--- src/rtl/sfc_rx_pkg.sv ---
package sfc_rx_pkg;
  localparam int LANE_N = 4;

  typedef enum logic [1:0] {
    LANE_X1  = 2'd0,
    LANE_X2  = 2'd1,
    LANE_X4  = 2'd2,
    LANE_RSV = 2'd3
  } lane_mode_e;

  typedef enum logic [1:0] {
    ADDR_STATUS = 2'd0,
    ADDR_DATA   = 2'd1,
    ADDR_FLUSH  = 2'd2,
    ADDR_IRQ    = 2'd3
  } reg_addr_e;

  localparam int IRQ_UNDER_BIT = 0;
  localparam int IRQ_READY_BIT = 2;
endpackage

--- src/rtl/sfc_rx_deser.sv ---
module sfc_rx_deser
  import sfc_rx_pkg::*;
#(
  parameter int BYTE_W = 8
) (
  input  logic              clk_i,
  input  logic              rst_ni,
  input  logic              flush_i,
  input  lane_mode_e        mode_i,
  input  logic              beat_i,
  input  logic [LANE_N-1:0] lanes_i,
  output logic [BYTE_W-1:0] byte_o,
  output logic              byte_vld_o
);
  localparam int CNT_W = $clog2(BYTE_W + 1);

  logic [BYTE_W-1:0] sh_q, sh_d;
  logic [CNT_W-1:0]  bits_q;
  logic [CNT_W-1:0]  step;
  logic [CNT_W:0]    bits_sum;
  logic              done;

  always_comb begin
    unique case (mode_i)
      LANE_X2: begin
        step = CNT_W'(2);
        sh_d = {sh_q[BYTE_W-3:0], lanes_i[1:0]};
      end
      LANE_X4: begin
        step = CNT_W'(4);
        sh_d = {sh_q[BYTE_W-5:0], lanes_i[3:0]};
      end
      default: begin
        step = CNT_W'(1);
        sh_d = {sh_q[BYTE_W-2:0], lanes_i[0]};
      end
    endcase
  end

  assign bits_sum   = {1'b0, bits_q} + {1'b0, step};
  assign done       = beat_i && (bits_sum >= (CNT_W+1)'(BYTE_W));
  assign byte_o     = sh_d;
  assign byte_vld_o = done && !flush_i;

  always_ff @(posedge clk_i or negedge rst_ni) begin
    if (!rst_ni) begin
      sh_q   <= '0;
      bits_q <= '0;
    end else if (flush_i) begin
      sh_q   <= '0;
      bits_q <= '0;
    end else if (beat_i) begin
      sh_q   <= sh_d;
      bits_q <= done ? '0 : bits_sum[CNT_W-1:0];
    end
  end
endmodule

--- src/rtl/sfc_rx_store.sv ---
module sfc_rx_store #(
  parameter int DEPTH  = 64,
  parameter int WORD_B = 4,
  localparam int PTR_W  = $clog2(DEPTH),
  localparam int CNT_W  = $clog2(DEPTH + 1),
  localparam int TAKE_W = $clog2(WORD_B + 1)
) (
  input  logic                  clk_i,
  input  logic                  rst_ni,
  input  logic                  flush_i,
  input  logic                  push_i,
  input  logic [7:0]            byte_i,
  input  logic                  pop_i,
  output logic [8*WORD_B-1:0]   word_o,
  output logic [CNT_W-1:0]      fill_o,
  output logic                  stored_o
);
  // DEPTH must be a power of two so the pointers wrap naturally
  logic [7:0]       mem_q [DEPTH];
  logic [PTR_W-1:0] wr_ptr_q, rd_ptr_q;
  logic [CNT_W-1:0] fill_q;
  logic [TAKE_W-1:0] take, pop_n;
  logic             accept;

  assign accept = push_i && !flush_i && (fill_q < CNT_W'(DEPTH));
  assign take   = (fill_q >= CNT_W'(WORD_B)) ? TAKE_W'(WORD_B) : fill_q[TAKE_W-1:0];
  assign pop_n  = (pop_i && !flush_i) ? take : '0;

  for (genvar k = 0; k < WORD_B; k++) begin : g_lane
    logic [PTR_W-1:0] idx;
    assign idx = rd_ptr_q + PTR_W'(k);
    assign word_o[8*k +: 8] = (CNT_W'(k) < fill_q) ? mem_q[idx] : 8'h00;
  end

  always_ff @(posedge clk_i) begin
    if (accept) mem_q[wr_ptr_q] <= byte_i;
  end

  always_ff @(posedge clk_i or negedge rst_ni) begin
    if (!rst_ni) begin
      wr_ptr_q <= '0;
      rd_ptr_q <= '0;
      fill_q   <= '0;
    end else if (flush_i) begin
      wr_ptr_q <= '0;
      rd_ptr_q <= '0;
      fill_q   <= '0;
    end else begin
      if (accept) wr_ptr_q <= wr_ptr_q + PTR_W'(1);
      rd_ptr_q <= rd_ptr_q + PTR_W'(pop_n);
      fill_q   <= fill_q + CNT_W'(accept) - CNT_W'(pop_n);
    end
  end

  assign fill_o   = fill_q;
  assign stored_o = accept;
endmodule

--- src/rtl/sfc_rx_regs.sv ---
module sfc_rx_regs
  import sfc_rx_pkg::*;
#(
  parameter int DEPTH  = 64,
  parameter int DATA_W = 32,
  localparam int CNT_W = $clog2(DEPTH + 1)
) (
  input  logic              clk_i,
  input  logic              rst_ni,
  input  logic              reg_rd_i,
  input  logic              reg_wr_i,
  input  reg_addr_e         reg_addr_i,
  input  logic [DATA_W-1:0] reg_wdata_i,
  input  logic [CNT_W-1:0]  fill_i,
  input  logic [DATA_W-1:0] word_i,
  input  logic              stored_i,
  output logic              pop_o,
  output logic              flush_o,
  output logic [DATA_W-1:0] reg_rdata_o,
  output logic              irq_o
);
  localparam int TH_LO  = DEPTH / 4;
  localparam int TH_MID = DEPTH / 2;
  localparam int CNT_LSB = 4;

  logic [DATA_W-1:0] status_w, irq_w;
  logic under_q, ready_q, underrun, clr_wr;

  assign pop_o    = reg_rd_i && (reg_addr_i == ADDR_DATA);
  assign flush_o  = reg_wr_i && (reg_addr_i == ADDR_FLUSH) && reg_wdata_i[0];
  assign underrun = pop_o && (fill_i == '0);
  assign clr_wr   = reg_wr_i && (reg_addr_i == ADDR_IRQ);

  always_comb begin
    status_w = '0;
    status_w[0] = (fill_i != '0);
    status_w[1] = (fill_i >= CNT_W'(TH_LO));
    status_w[2] = (fill_i >= CNT_W'(TH_MID));
    status_w[3] = (fill_i >= CNT_W'(DEPTH));
    status_w[CNT_LSB +: CNT_W] = fill_i;
    status_w[CNT_LSB + CNT_W]  = (fill_i == '0);
  end

  always_comb begin
    irq_w = '0;
    irq_w[IRQ_UNDER_BIT] = under_q;
    irq_w[IRQ_READY_BIT] = ready_q;
  end

  always_comb begin
    unique case (reg_addr_i)
      ADDR_STATUS: reg_rdata_o = status_w;
      ADDR_DATA:   reg_rdata_o = word_i;
      ADDR_IRQ:    reg_rdata_o = irq_w;
      default:     reg_rdata_o = '0;
    endcase
  end

  always_ff @(posedge clk_i or negedge rst_ni) begin
    if (!rst_ni) begin
      under_q <= 1'b0;
      ready_q <= 1'b0;
    end else begin
      under_q <= underrun | (under_q & ~(clr_wr & reg_wdata_i[IRQ_UNDER_BIT]));
      ready_q <= stored_i | (ready_q & ~(clr_wr & reg_wdata_i[IRQ_READY_BIT]));
    end
  end

  assign irq_o = under_q | ready_q;
endmodule

--- src/rtl/sfc_rx_fifo.sv ---
module sfc_rx_fifo
  import sfc_rx_pkg::*;
#(
  parameter int DEPTH  = 64,
  parameter int DATA_W = 32,
  localparam int WORD_B = DATA_W / 8,
  localparam int CNT_W  = $clog2(DEPTH + 1)
) (
  input  logic              clk_i,
  input  logic              rst_ni,
  input  logic [1:0]        lane_mode_i,
  input  logic              beat_i,
  input  logic [3:0]        lanes_i,
  input  logic              reg_rd_i,
  input  logic              reg_wr_i,
  input  logic [1:0]        reg_addr_i,
  input  logic [31:0]       reg_wdata_i,
  output logic [31:0]       reg_rdata_o,
  output logic              irq_o
);
  logic [7:0]        rx_byte;
  logic              rx_vld, flush, pop, stored;
  logic [CNT_W-1:0]  fill;
  logic [DATA_W-1:0] word;

  sfc_rx_deser #(.BYTE_W(8)) u_deser (
    .clk_i      (clk_i),
    .rst_ni     (rst_ni),
    .flush_i    (flush),
    .mode_i     (lane_mode_e'(lane_mode_i)),
    .beat_i     (beat_i),
    .lanes_i    (lanes_i),
    .byte_o     (rx_byte),
    .byte_vld_o (rx_vld)
  );

  sfc_rx_store #(.DEPTH(DEPTH), .WORD_B(WORD_B)) u_store (
    .clk_i    (clk_i),
    .rst_ni   (rst_ni),
    .flush_i  (flush),
    .push_i   (rx_vld),
    .byte_i   (rx_byte),
    .pop_i    (pop),
    .word_o   (word),
    .fill_o   (fill),
    .stored_o (stored)
  );

  sfc_rx_regs #(.DEPTH(DEPTH), .DATA_W(DATA_W)) u_regs (
    .clk_i       (clk_i),
    .rst_ni      (rst_ni),
    .reg_rd_i    (reg_rd_i),
    .reg_wr_i    (reg_wr_i),
    .reg_addr_i  (reg_addr_e'(reg_addr_i)),
    .reg_wdata_i (reg_wdata_i),
    .fill_i      (fill),
    .word_i      (word),
    .stored_i    (stored),
    .pop_o       (pop),
    .flush_o     (flush),
    .reg_rdata_o (reg_rdata_o),
    .irq_o       (irq_o)
  );
endmodule

--- config.mk ---
export PLATFORM = sky130hd
export DESIGN_NAME = sfc_rx_fifo
export DESIGN_NICKNAME = d
export VERILOG_FILES = /design/src/rtl/sfc_rx_pkg.sv /design/src/rtl/sfc_rx_deser.sv /design/src/rtl/sfc_rx_store.sv /design/src/rtl/sfc_rx_regs.sv /design/src/rtl/sfc_rx_fifo.sv
export SDC_FILE = /design/constraint.sdc
export NUM_CORES = 1
export LEC_CHECK = 0
export CAP_MARGIN = 15
export CORE_AREA = 2 2 283 285
export CTS_CLUSTER_DIAMETER = 60
export CTS_CLUSTER_SIZE = 16
export DETAILED_ROUTE_END_ITERATION = 6
export DIE_AREA = 0 0 285 287
export DONT_BUFFER_PORTS = 1
export GPL_TIMING_DRIVEN = 0
export SYNTH_ARGS = -nofsm -noshare
export SYNTH_HDL_FRONTEND = slang
export SYNTH_HIERARCHICAL = 1
export SYNTH_SLANG_ARGS = --single-unit
--- constraint.sdc ---
create_clock -name clk_i -period 4.9 [get_ports clk_i]
set_input_delay 0.98 -clock clk_i [delete_from_list [all_inputs] [get_ports clk_i]]
set_output_delay 0.98 -clock clk_i [all_outputs]
set_load 0.01 [all_outputs]
==> reports/qor.csv <==
stage,metric,value,unit
outcome,outcome,finished with violations,
outcome,violations,negative setup slack,
routing,drc,0,
synth,synth.avg_cell_area,16.32,µm²
routing,wl_per_cell,47.07,µm
worst_setup_path,path_buf_inv,7,
power,total_power,0.03609,W
global_route,antenna_found_initial,12,
place,routabilityCongestion,1.121,
synth,synth_warnings,6,
cts,clockBufferDepth,3,
synth,ys_seq_area_frac,0.4596,
global_route,grt_use_total,0.3932,
die,die_w,285,µm
synth,syn_area,35190,µm²
sta,min_period,5.201,ns
synth,syn_nets,2232,
synth,synth_cells,2156,
flow_run,maxCapViolCount,0,
global_route,grt_pass1_vias,25670,
routing,wl_met3,21360,µm
cts,cts_root_buf,clkbuf_16,
sta,finalMaxSlewViolations,0,
routing,met2_length,70930,µm
worst_setup_path,critPathKind,flip-flop to output port,
sta,timing.fmax,192.3,MHz
worst_setup_path,path_cells,buf_12 > buf_16 > buf_12 > clkinvlp_4 > ha_4 > buf_12 > buf_12 > buf_16 > mux4_2 > mux4_2 > a22oi_2 > o211ai_1 > and2_4,
routing,drt_iter0_drc,4561,
sta,fin_crit_sh,1.061,
worst_setup_path,crit_path_end_kind,output port,
synth,ys.flop_type,edfxtp_1,
die,start_util,0.4477,
final_layout,nNetsFinal,2405,
sta,final-setup-viol-count,23,
die,design.die.area,81800,µm²
final_layout,design_area,42110,µm²
routing,drt-met1-wl,52540,µm
power,total_leakage_power,13.52,nW
cts,cts_tree,done,
worst_setup_path,cpMaxStageDelayCell,mux4_2,
synth,ys_types,69,
hold_path,hp-class,input port to async pin,
sta,fin_skew,0.03425,ns
worst_setup_path,cp_max_fo,7,
power,powerDensity,857.0,nW/µm²
sta,fin_ws,-0.3011,ns
cts,cts_htree_levels,2,
final_layout,syn2layout_area_growth,19.65,%
die,core_area,78610,µm²
worst_setup_path,cp_common_cell,buf_12,
place,hpwl,117100,µm
place,placed_cell_area,36930,µm²
cts,clock_latency,0.66,ns
place,dp.cells,3229,
sta,setup_tns,-2.777,ns
cts,numCtsBuffers,55,
routing,vias_per_cell,7.714,
die,pin_count,78,
sta,hold_violations,0,
routing,routed_wl,161000,µm
routing,via_count,26390,
final_layout,final_layout_size_suffix_gt1_frac,0.4897,
worst_setup_path,arrival,4.22,ns
worst_setup_path,worst-endpoint-required,3.92,ns
place,port_buffers,0,
cts,numClockSinks,544,
routing,drtAntennaViolNets,0,
worst_setup_path,crit_family,buffers and inverters,
routing,first_pass_iters,6,
final_layout,finalNonFillerCells,3421,
power,peakVddDrop,0.0005063,V
cts,clkTransAtPathRegs,0.07,ns
synth,synth-async-reset-ratio,0.05882,
worst_setup_path,cp-start-kind,flip-flop,
sta,slew_headroom,0.1824,
synth,synth_edf_count,512,
worst_setup_path,critPathMaxStageDelay,0.58,ns
global_route,grt_pass1_wl,215800,µm
routing,top_layer,met5,
sta,rsz0062_at_grt,true,
sta,holdWs,0.02712,ns
sta,worst_pin_slew,1.222,ns
die,die_h,287,µm
global_route,grt_overflow,0,
global_route,grt_max_degree,65,
die,rows,103,
synth,synth_seq_cells,544,
## repair_timing
| item | 4_1_cts | 5_1_grt |
|---|---|---|
| pin swaps | 38 | 55 |
| gates cloned | 5 | 3 |
| gates resized for setup | 447 | 172 |
| endpoints found under the hold margin | 14 | 0 |
| hold buffers | 2 | 0 |
| buffers inserted | 44 | 51 |
| endpoints found under the setup margin | 295 | 385 |
## report_power, final
group / internal, W / switching [W]
combinational: 0.0115 / 0.0149
sequential: 0.00527 / 0.000134
clock: 0.00222 / 0.00205
## layout by cell type, fill, tap and decap left out, types with 15 or more instances in the layout
cell type,synthesis,routed
clkbuf_16,0,62
buf_2,90,24
mux2i_1,109,76
nand3_1,43,30
nor2b_1,20,20
buf_6,10,42
buf_4,32,102
clkbuf_1,45,27
mux2i_4,0,24
nor2_1,98,50
buf_8,0,15
nand2_1,210,198
inv_1,24,22
buf_12,0,56
mux4_2,552,552
edfxtp_1,512,512
nor2_2,0,41
ha_1,28,25
a21oi_1,26,19
dfrtp_1,32,30
## sequential cells by signal, summed over array words and instances (netlist names)
signal,count
u_store/fill_o,7
u_store/mem_q,512
u_deser/bits_q,4
u_regs/under_q,1
u_store/rd_ptr_q,6
u_deser/sh_q,7
u_regs/ready_q,1
u_store/wr_ptr_q,6
## logic make-up (layout without fill, tap and decap cells)
kind of cell             count (synthesis)  in the layout  share of synthesized area
buffers and inverters                  215            428                    0.03168
multiplexers                           672            672                     0.3878
flip-flops                             544            544                     0.4596
XOR/XNOR                                26             26                   0.007431
AO/OA/AOI/OAI                          204            204                    0.04142
adder cells (fa/ha/maj)                 31             31                    0.01166
other                                    0              2                          0
AND/OR/NAND/NOR                        464            464                    0.06037
## metrics by stage
| step | setup WS, ns | utilization |
|---|---|---|
| 4_1_cts | -0.3607 | 0.5218 |
| 3_3_place_gp | -3.153 | 0.4644 |
| 5_1_grt | -0.2890 | 0.5356 |
| 6_report | -0.3011 | 0.5356 |
| 3_5_place_dp | -3.162 | 0.4698 |
| 2_1_floorplan | 0.1093 | - |
## synth_stat cells (18+ instances only)
| master | number | area share |
|---|---|---|
| mux4_2 | 552 | 0.35 |
| edfxtp_1 | 512 | 0.44 |
| nand2_1 | 210 | 0.022 |
| mux2i_1 | 109 | 0.031 |
| nor2_1 | 98 | 0.010 |
| buf_2 | 90 | 0.013 |
| clkbuf_1 | 45 | 0.0048 |
| nand3_1 | 43 | 0.0061 |
| buf_4 | 32 | 0.0068 |
| dfrtp_1 | 32 | 0.023 |
| ha_1 | 28 | 0.010 |
| a21oi_1 | 26 | 0.0037 |
| and2_1 | 26 | 0.0046 |
| inv_1 | 24 | 0.0026 |
| nor2b_1 | 20 | 0.0036 |
| o21ai_0 | 19 | 0.0027 |
| a211oi_1 | 18 | 0.0038 |
## area by class of cell
class	count	area, µm²
Antenna cell	2	5.005
Buffer	180	1921
Clock buffer	60	1416
Clock inverter	37	387.9
Fill cell	6314	36510
Inverter	26	131.4
Multi-Input combinational cell	1397	19290
Sequential cell	544	16180
Tap cell	1050	1314
Timing Repair Buffer	125	1468
## layer usage
metal	global-route usage	vias to the layer above
met3	0.1443	691
met5	0	-
li1	-	9504
met2	0.5868	2524
met1	0.4596	13660
met4	0.3169	10
## path summary, 6_finish.rpt
path                                     start                   end  slack, ns  depth (start not counted)
max                        u_store/rd_ptr_q[1]       reg_rdata_o[30]      -0.30                         13
min                                     rst_ni       u_deser/sh_q[1]       0.03                          0
max reg2reg                  u_deser/bits_q[0]  u_store/mem_q[15][5]       0.73                         10
min reg2reg                    u_deser/sh_q[6]       u_deser/sh_q[6]       0.52                          1
max in group asynchronous               rst_ni     u_deser/bits_q[3]       3.55                          1
min in group clk_i                  lanes_i[0]       u_deser/sh_q[0]       0.51                          2
(Power assumes the default switching activity.)
